<file path="src/rtl/lcyc_pkg.sv">
package lcyc_pkg;

    localparam int unsigned DEF_SAMPLE_W = 24;
    localparam int unsigned DEF_GAIN_W   = 12;
    localparam int unsigned DEF_OFS_W    = 16;
    localparam int unsigned DEF_ACC_W    = 48;
    localparam int unsigned DEF_RES_W    = 24;
    localparam int unsigned DEF_CNT_W    = 16;

    // Per-cycle window control decided by the half-cycle counter.
    typedef struct packed {
        logic add_en;   // add this cycle's corrected sample
        logic win_end;  // this cycle closes the window
    } win_ctl_t;

    // Width of a corrected sample: widest operand plus two growth bits.
    function automatic int unsigned corr_width(int unsigned sw, int unsigned ow);
        return ((sw > ow) ? sw : ow) + 2;
    endfunction

endpackage

</file>
<file path="src/rtl/lcyc_scaler.sv">
module lcyc_scaler #(
    parameter int unsigned SW = 24,
    parameter int unsigned GW = 12,
    parameter int unsigned OW = 16,
    parameter int unsigned CW = 26
) (
    input  logic [SW-1:0]        smp_i,
    input  logic [GW-1:0]        gain_i,
    input  logic [OW-1:0]        ofs_i,
    output logic signed [CW-1:0] corr_o
);
    localparam int unsigned PW = SW + GW;

    logic signed [SW-1:0] smp_s;
    logic signed [GW-1:0] gain_s;
    logic signed [OW-1:0] ofs_s;
    logic signed [PW-1:0] prod;
    logic signed [SW-1:0] trim;
    logic [GW-1:0]        frac_unused;

    assign smp_s  = signed'(smp_i);
    assign gain_s = signed'(gain_i);
    assign ofs_s  = signed'(ofs_i);

    // s * g, then drop GW fraction bits (arithmetic floor)
    assign prod        = PW'(smp_s) * PW'(gain_s);
    assign trim        = signed'(prod[PW-1:GW]);
    assign frac_unused = prod[GW-1:0];

    assign corr_o = CW'(smp_s) + CW'(trim) + CW'(ofs_s);

endmodule

</file>
<file path="src/rtl/lcyc_window.sv">
module lcyc_window
    import lcyc_pkg::*;
#(
    parameter int unsigned CNT_W = 16
) (
    input  logic             clk,
    input  logic             rst,
    input  logic             vld_i,
    input  logic             zc_i,
    input  logic [CNT_W-1:0] half_cyc_i,
    output win_ctl_t         ctl_o,
    output logic             armed_o
);
    logic [CNT_W-1:0] cnt_q;
    logic             armed_q;
    logic             run;
    logic [CNT_W:0]   cnt_inc;
    logic             hit;
    logic             step;

    assign run     = |half_cyc_i;
    assign cnt_inc = {1'b0, cnt_q} + (CNT_W+1)'(1);
    assign hit     = cnt_inc >= {1'b0, half_cyc_i};
    assign step    = armed_q & zc_i & run;

    always_comb begin
        ctl_o.win_end = step & hit;
        ctl_o.add_en  = vld_i & (armed_q | zc_i) & run;
    end

    always_ff @(posedge clk) begin
        if (rst) begin
            cnt_q   <= '0;
            armed_q <= 1'b0;
        end else begin
            if (zc_i) begin
                armed_q <= 1'b1;
            end
            if (step & hit) begin
                cnt_q <= '0;
            end else if (step) begin
                cnt_q <= cnt_inc[CNT_W-1:0];
            end
        end
    end

    assign armed_o = armed_q;

endmodule

</file>
<file path="src/rtl/lcyc_integrator.sv">
module lcyc_integrator
    import lcyc_pkg::*;
#(
    parameter int unsigned AW = 48,
    parameter int unsigned RW = 24,
    parameter int unsigned CW = 26
) (
    input  logic                 clk,
    input  logic                 rst,
    input  win_ctl_t             ctl_i,
    input  logic signed [CW-1:0] corr_i,
    output logic [RW-1:0]        res_o
);
    logic [AW-1:0] acc_q;
    logic [AW-1:0] acc_sum;
    logic [RW-1:0] res_q;

    assign acc_sum = acc_q + (ctl_i.add_en ? AW'(corr_i) : '0);

    always_ff @(posedge clk) begin
        if (rst) begin
            acc_q <= '0;
            res_q <= '0;
        end else if (ctl_i.win_end) begin
            res_q <= acc_sum[AW-1 -: RW];
            acc_q <= '0;
        end else begin
            acc_q <= acc_sum;
        end
    end

    assign res_o = res_q;

endmodule

</file>
<file path="src/rtl/lcyc_status.sv">
module lcyc_status (
    input  logic clk,
    input  logic rst,
    input  logic win_end_i,
    input  logic clr_i,
    input  logic irq_en_i,
    output logic flag_o,
    output logic irq_o
);
    logic flag_q;

    always_ff @(posedge clk) begin
        if (rst) begin
            flag_q <= 1'b0;
        end else if (win_end_i) begin
            flag_q <= 1'b1;
        end else if (clr_i) begin
            flag_q <= 1'b0;
        end
    end

    assign flag_o = flag_q;
    assign irq_o  = flag_q & irq_en_i;

endmodule

</file>
<file path="src/rtl/lcyc_energy_acc.sv">
module lcyc_energy_acc
    import lcyc_pkg::*;
#(
    parameter int unsigned SAMPLE_W = DEF_SAMPLE_W,
    parameter int unsigned GAIN_W   = DEF_GAIN_W,
    parameter int unsigned OFS_W    = DEF_OFS_W,
    parameter int unsigned ACC_W    = DEF_ACC_W,
    parameter int unsigned RES_W    = DEF_RES_W,
    parameter int unsigned CNT_W    = DEF_CNT_W
) (
    input  logic                clk,
    input  logic                rst,
    input  logic [SAMPLE_W-1:0] smp_i,
    input  logic                smp_vld_i,
    input  logic                zc_i,
    input  logic [GAIN_W-1:0]   gain_i,
    input  logic [OFS_W-1:0]    ofs_i,
    input  logic [CNT_W-1:0]    half_cyc_i,
    input  logic                rd_i,
    input  logic                irq_en_i,
    input  logic                clr_i,
    output logic [RES_W-1:0]    energy_o,
    output logic                cyc_end_o,
    output logic                irq_o
);
    localparam int unsigned CORR_W = corr_width(SAMPLE_W, OFS_W);

    win_ctl_t                 ctl;
    logic                     armed;
    logic                     win_end;
    logic signed [CORR_W-1:0] corr;
    logic                     rd_unused;

    // The result register has no read side effect.
    assign rd_unused = rd_i;
    assign win_end   = ctl.win_end;

    lcyc_scaler #(
        .SW(SAMPLE_W), .GW(GAIN_W), .OW(OFS_W), .CW(CORR_W)
    ) u_scale (
        .smp_i  (smp_i),
        .gain_i (gain_i),
        .ofs_i  (ofs_i),
        .corr_o (corr)
    );

    lcyc_window #(
        .CNT_W(CNT_W)
    ) u_win (
        .clk        (clk),
        .rst        (rst),
        .vld_i      (smp_vld_i),
        .zc_i       (zc_i),
        .half_cyc_i (half_cyc_i),
        .ctl_o      (ctl),
        .armed_o    (armed)
    );

    lcyc_integrator #(
        .AW(ACC_W), .RW(RES_W), .CW(CORR_W)
    ) u_int (
        .clk    (clk),
        .rst    (rst),
        .ctl_i  (ctl),
        .corr_i (corr),
        .res_o  (energy_o)
    );

    lcyc_status u_stat (
        .clk       (clk),
        .rst       (rst),
        .win_end_i (win_end),
        .clr_i     (clr_i),
        .irq_en_i  (irq_en_i),
        .flag_o    (cyc_end_o),
        .irq_o     (irq_o)
    );

endmodule

</file>
<file path="config.mk">
export PLATFORM = sky130hd
export DESIGN_NAME = lcyc_energy_acc
export DESIGN_NICKNAME = d
export VERILOG_FILES = /design/src/rtl/lcyc_pkg.sv /design/src/rtl/lcyc_scaler.sv /design/src/rtl/lcyc_window.sv /design/src/rtl/lcyc_integrator.sv /design/src/rtl/lcyc_status.sv /design/src/rtl/lcyc_energy_acc.sv
export SDC_FILE = /design/constraint.sdc
export NUM_CORES = 1
export LEC_CHECK = 0
export ABC_AREA = 1
export BUFFER_PORTS_ARGS = -buffer_cell sky130_fd_sc_hd__buf_2
export CAP_MARGIN = 20
export CELL_PAD_IN_SITES_DETAIL_PLACEMENT = 0
export CELL_PAD_IN_SITES_GLOBAL_PLACEMENT = 1
export CORE_ASPECT_RATIO = 1.5
export CORE_MARGIN = 5
export CORE_UTILIZATION = 30
export DETAILED_ROUTE_END_ITERATION = 8
export GPL_TIMING_DRIVEN = 1
export PLACE_DENSITY_LB_ADDON = 0.05
export SLEW_MARGIN = 20
export SYNTH_ARGS = -nofsm -noshare
export SYNTH_HDL_FRONTEND = slang
export SYNTH_SLANG_ARGS = --single-unit
</file>
<file path="constraint.sdc">
create_clock -name clk -period 10.93 [get_ports clk]
set_clock_uncertainty 0.2 [all_clocks]
set_input_delay 1.6395 -clock clk [delete_from_list [all_inputs] [get_ports clk]]
set_output_delay 1.6395 -clock clk [all_outputs]
set_load 0.01 [all_outputs]
</file>
======== Word level (Yosys, flattened, before mapping) ========
Cells that the tools add are included.
W data, S select, Z words.
word-level totals
  register bits after elaboration ......... 90
  logic and storage cells ................. 24
operators by class
  add/subtract/negate cells ............... 4
  $mul .................................... 1
  order comparisons ....................... 1
  mux-type cells .......................... 3
  bitwise gates (word level) .............. 7
  reductions and logical operators ........ 3
operator list
  operator                 count
  $add A48 B48 Y48         1
  $mux W48                 1
  $mul A24 B12 Y36         1
  $add A25 B16 Y26         1
  $add A24 B24 Y25         1
  $add A16 B1 Y17 const B  1
  $ge A17 B16 Y1           1
  $reduce_or A16 Y1        1
  $and A1 B1 Y1            6
  $mux W1                  2
  $reduce_bool A2 Y1       1
  $reduce_or A2 Y1         1
  $or A1 B1 Y1             1

======== Longest topological paths before layout ========
  depth after elaboration ................. 5
  depth in mapped cells ................... 50
  depth with buffers taken out ............ 49

======== Cells and area by module ========
Synthesis repeated with hierarchy kept, for this count alone.
second synthesis, totals
  cell total of the unflattened synthesis .. 3116
  area total of the unflattened synthesis .. 20120.5 um^2
modules (own cells, without submodules)
  module           times used  cells each  area an instance (um^2)  seq. area each (um^2)
  lcyc_scaler      1           1815        12653.4                  0.0
  lcyc_integrator  1           1021        5756.8                   1441.4
  lcyc_window      1           273         1662.8                   340.3
  lcyc_status      1           7           47.5                     20.0

======== Worst setup path after synthesis ========
Ideal clock, no wire load.
  path kind ............................... input port to flip-flop
  from .................................... in gain_i[11]
  to ...................................... reg u_int.res_q[6] (netlist: u_int.res_o[6])
  data arrival time ....................... 9.542 ns
  required time ........................... 10.672 ns
  path slack .............................. 1.130 ns
  stages .................................. 45
  path buffers ............................ 1
  cell sequence ........................... inv_1 clkbuf_1 nor2_1 fa_1 fa_1 fa_1 fa_1 inv_1 fa_1 inv_1 ha_1 nand2_1 nor2_1 inv_1 or2_0 o21ai_2 a21oi_1 inv_1 [9 not listed] nor2_1 nand2_1 nand3_1 nand2_1 nand3_1 inv_1 ha_1 nand2_1 nor2_1 inv_1 nor2_1 inv_1 o21ai_0 inv_1 a21o_1 nand2_1 nand2_1 nand2_1
on the way
  word-level cells in the longest chain between the ends .. 5
ends and longest elaborated chain
  item                    line                   source
  start: declaration      lcyc_energy_acc.sv:16  input logic [GAIN_W-1:0] gain_i,
  $mul A24 B12 Y36        lcyc_scaler.sv:26      assign prod = PW'(smp_s) * PW'(gain_s);
  $add A24 B24 Y25        lcyc_scaler.sv:30      assign corr_o = CW'(smp_s) + CW'(trim) + CW'(ofs_s);
  $add A25 B16 Y26        lcyc_scaler.sv:30
  $mux W48                lcyc_integrator.sv:18  assign acc_sum = acc_q + (ctl_i.add_en ? AW'(corr_i) : '0);
  $add A48 B48 Y48        lcyc_integrator.sv:18
  end signal: assignment  lcyc_integrator.sv:25  res_q <= acc_sum[AW-1 -: RW];
  end: declaration        lcyc_integrator.sv:16  logic [RW-1:0] res_q;
No other way between the ends.
A chain may end at the register's enable or synchronous reset.

======== Worst setup path after layout ========
  from .................................... in smp_i[8]
  to ...................................... reg u_int.res_q[1] (netlist: u_int.res_o[1])
on the way
  word-level cells in the longest chain between the ends .. 5
ends and longest elaborated chain
  item                line                   source
  start: declaration  lcyc_energy_acc.sv:13  input logic [SAMPLE_W-1:0] smp_i,
  $mul A24 B12 Y36    lcyc_scaler.sv:26
  $add A24 B24 Y25 *  lcyc_scaler.sv:30
  $add A25 B16 Y26 *  lcyc_scaler.sv:30
  $mux W48 *          lcyc_integrator.sv:18
  $add A48 B48 Y48 *  lcyc_integrator.sv:18
Mark *: on every way between the ends. The rest lies on a longest branch, timed or not.

==> summary.txt <==
Floorplanning
  • Starting Density: 30.2%
  • Die area: 68900 um^2
  • Die Ht: between 300 and 400 um
  • I/O pins: 101
  • Row count: 113
  • Width of the die: 216 um
  • Core outline area: 63200 um^2

STA
  • Final setup margin: 0.447 ns
  • Worst Max-Slew Pin Slew: 0.583 ns
  • F_max: 95.4 MHz
  • Setup TNS: 0 ns
  • Worst hold margin: 0.247 ns
  • Minimum clock period: ~10 ns
  • Count of final max-slew check failures: 0
  • Setup-failing EPs final: 0
  • Fin. Hold Viols: 0
  • Tcrit/Tclk final: a little over nine tenths
  • Relative slew slack: 60.7%

Hold path
  • Hold Crit Class: reg2reg
  • Hold Path Stages: 2

CTS
  • CTS sink count: 90
  • CTS tree: done
  • Root Driver: clkbuf_16
  • Cts bufs inserted: 9
  • H-Tree Depth: 3
  • Clock transition at path regs: 0.08 ns
  • Clock Latency Late Sink: 0.37 ns
  • Max Root-Sink Buffers: 2

Critical path
  • Worst reg-to-reg path cell count: 19
  • Startpoint types: primary input
  • WS Path Type: in2reg
  • Worst stage delay on the critical path: ~0.6 ns
  • Crit path to: u_int.res_o[1]
  • R2r endpoint: u_int.acc_q[22]
  • CP Max Fanout: 13
  • Arr. time, crit path: 10.56 ns
  • R2R setup slack: about 6.8 ns
  • Worst R2R Start: u_win.armed_o
  • CP Capture Type: flip-flop
  • Critical path origin: smp_i[8]
  • CP most frequent cell: nand2_1
  • CP max-delay cell: fa_1
  • CP required: approximately 11 ns

Logic synthesis
  • Post-synthesis register bit count: 90
  • Fraction of registers with async set/reset: 0%
  • Leading area contributor after synthesis: fa_1
  • Synth Flop Type: dfxtp_1
  • Top-count cell post-synth: nand2_1
  • Synth Net Count: 3253
  • Most instantiated cells after synthesis: nand2_1 (702), inv_1 (610), fa_1 (282)
  • Top cell type's share of synthesized area: 29.6%
  • Post-synth EDFFs: 0
  • Yosys warnings: 0
  • Ranking of synthesized cells by area: fa_1 (30%), nand2_1 (14%), inv_1 (12%), ha_1 (10%), dfxtp_1 (9.4%)
  • Post-synthesis sequential area ratio: a little under a tenth
  • Synth unique cells: 47
  • Syn Area/Cell: 6.98 um^2
  • Synth Instances: between 2000 and 3000
  • Synth Cell Area: roughly 19000 um^2

Drt
  • ANT nets after route: 0
  • DR WL/cell: 16.6 um
  • Vias per cell: 4.57
  • Via count: 18600
  • DRC Markers: 0
  • Initial DRC count: 609
  • Total Wirelength: 67800 um
  • Drt pass-1 iters: 5

Layout
  • Area Overhead vs Synth: 29.0%
  • Layout cells sized above 1: 20.9%
  • Diodes inserted: 0
  • Fin nets: 3785
  • Fill cell count: approximately 6900

Placement
  • Post-DP HPWL: roughly 60000 um
  • Port bufs: 99
  • Dpl ws: -0.346 ns
  • Gpl congestion: around 0.89

Flow run
  • Max-cap viol count: 0

Outcome
  • Status: completed

GRT
  • Largest net degree at the start of global routing: 62
  • Initial antenna violation count: 2
  • Number of global-route vias before repair: 20100
  • GRT Total Usage: 19.7%
  • Remaining Overflow, GRT: 0
  • First-pass GRT wire length: 107000 um
-- cell usage in the layout, fill, tap and decap left out, types with 12 or more instances in the layout --
master,instances
a21o_1,16
a21oi_1,183
buf_12,12
buf_2,93
buf_4,471
dfxtp_1,90
fa_1,282
ha_1,155
inv_1,610
nand2_1,696
nand3_1,75
nand4_1,43
nor2_1,201
nor2_2,18
nor3_1,13
o21ai_0,87
o21ai_1,13
o21bai_1,21
or2_2,18
xnor2_1,22
xor2_1,43
-- repair_timing --
action,in CTS,in global routing
setup endpoints to repair,0,56
hold buffers,0,0
setup buffers,0,1
resized for setup,0,80
-- stage by stage --
stage	instances	instance area, um^2	util (%)
4_1_cts	4077	24400	38.6
5_1_grt	4078	24600	39.0
3_5_place_dp	4061	24100	38.1
6_report	4078	24600	39.0
2_1_floorplan	2736	19100	-
3_3_place_gp	4061	24100	38.1
-- registers in the layout, indices dropped and copies added (netlist names) --
register and flops:
u_int.acc_q 48, u_stat.flag_o 1, u_win.armed_o 1, u_win.cnt_q 16
u_int.res_o 24
-- worst max-delay path, delay by kind of cell --
kind | cells | cell delay, ns
and+or+nand+nor | 11 | 1.12
AOI/OAI and AO/OA | 10 | 2.17
adders and majority gates | 9 | 4.13
buffers and inverters | 9 | 0.97
xor gates and xnor gates | 2 | 0.50
-- final cells by class --
cell class                 instances  area [um^2]  share of cell area [%]
clock inverter                     7         76.3                   0.310
sequential                        90         1800                    7.31
multi-input combinational       1971        14900                    60.6
tap                              805         1010                    4.09
clock buffer                       9          225                   0.914
timing repair buffer             582         4290                    17.4
inverter                         614         2310                    9.37
-- per-layer routing --
| layer | track usage, % | share of wire (%) | vias to the layer above | wire length (um) |
|---|---|---|---|---|
| met4 | 7.20 | 4.0 | 2 | 2740 |
| met2 | 41.3 | 58 | 245 | 39200 |
| met3 | 1.60 | 2.0 | 100 | 1340 |
| li1 | - | - | 9406 | - |
| met5 | 0 | 0.019 | - | 13 |
| met1 | 19.7 | 36 | 8879 | 24400 |
-- worst min-delay path by stage --
| stage | startpoint | end |
|---|---|---|
| finish | u_int.res_o[16] | u_int.res_o[16] |
| CTS | u_int.res_o[18] | u_int.res_o[18] |
| global placement | u_int.res_o[7] | u_int.res_o[7] |
| global route | u_int.res_o[18] | u_int.res_o[18] |
| detailed placement | u_int.res_o[19] | u_int.res_o[19] |
| floorplan | u_win.cnt_q[1] | u_win.cnt_q[1] |
-- cells by family after synthesis --
kind of cell	count (synthesis)	synth area share, %
AOI/OAI and AO/OA	357	10.2
buffers and inverters	675	13.6
adders and majority gates	442	40.0
DFF	90	9.43
and+or+nand+nor	1107	23.8
xor gates and xnor gates	65	2.98
Power is not shown: default switching activity piles up to over one toggle a cycle in this logic, so the estimate is an artifact.
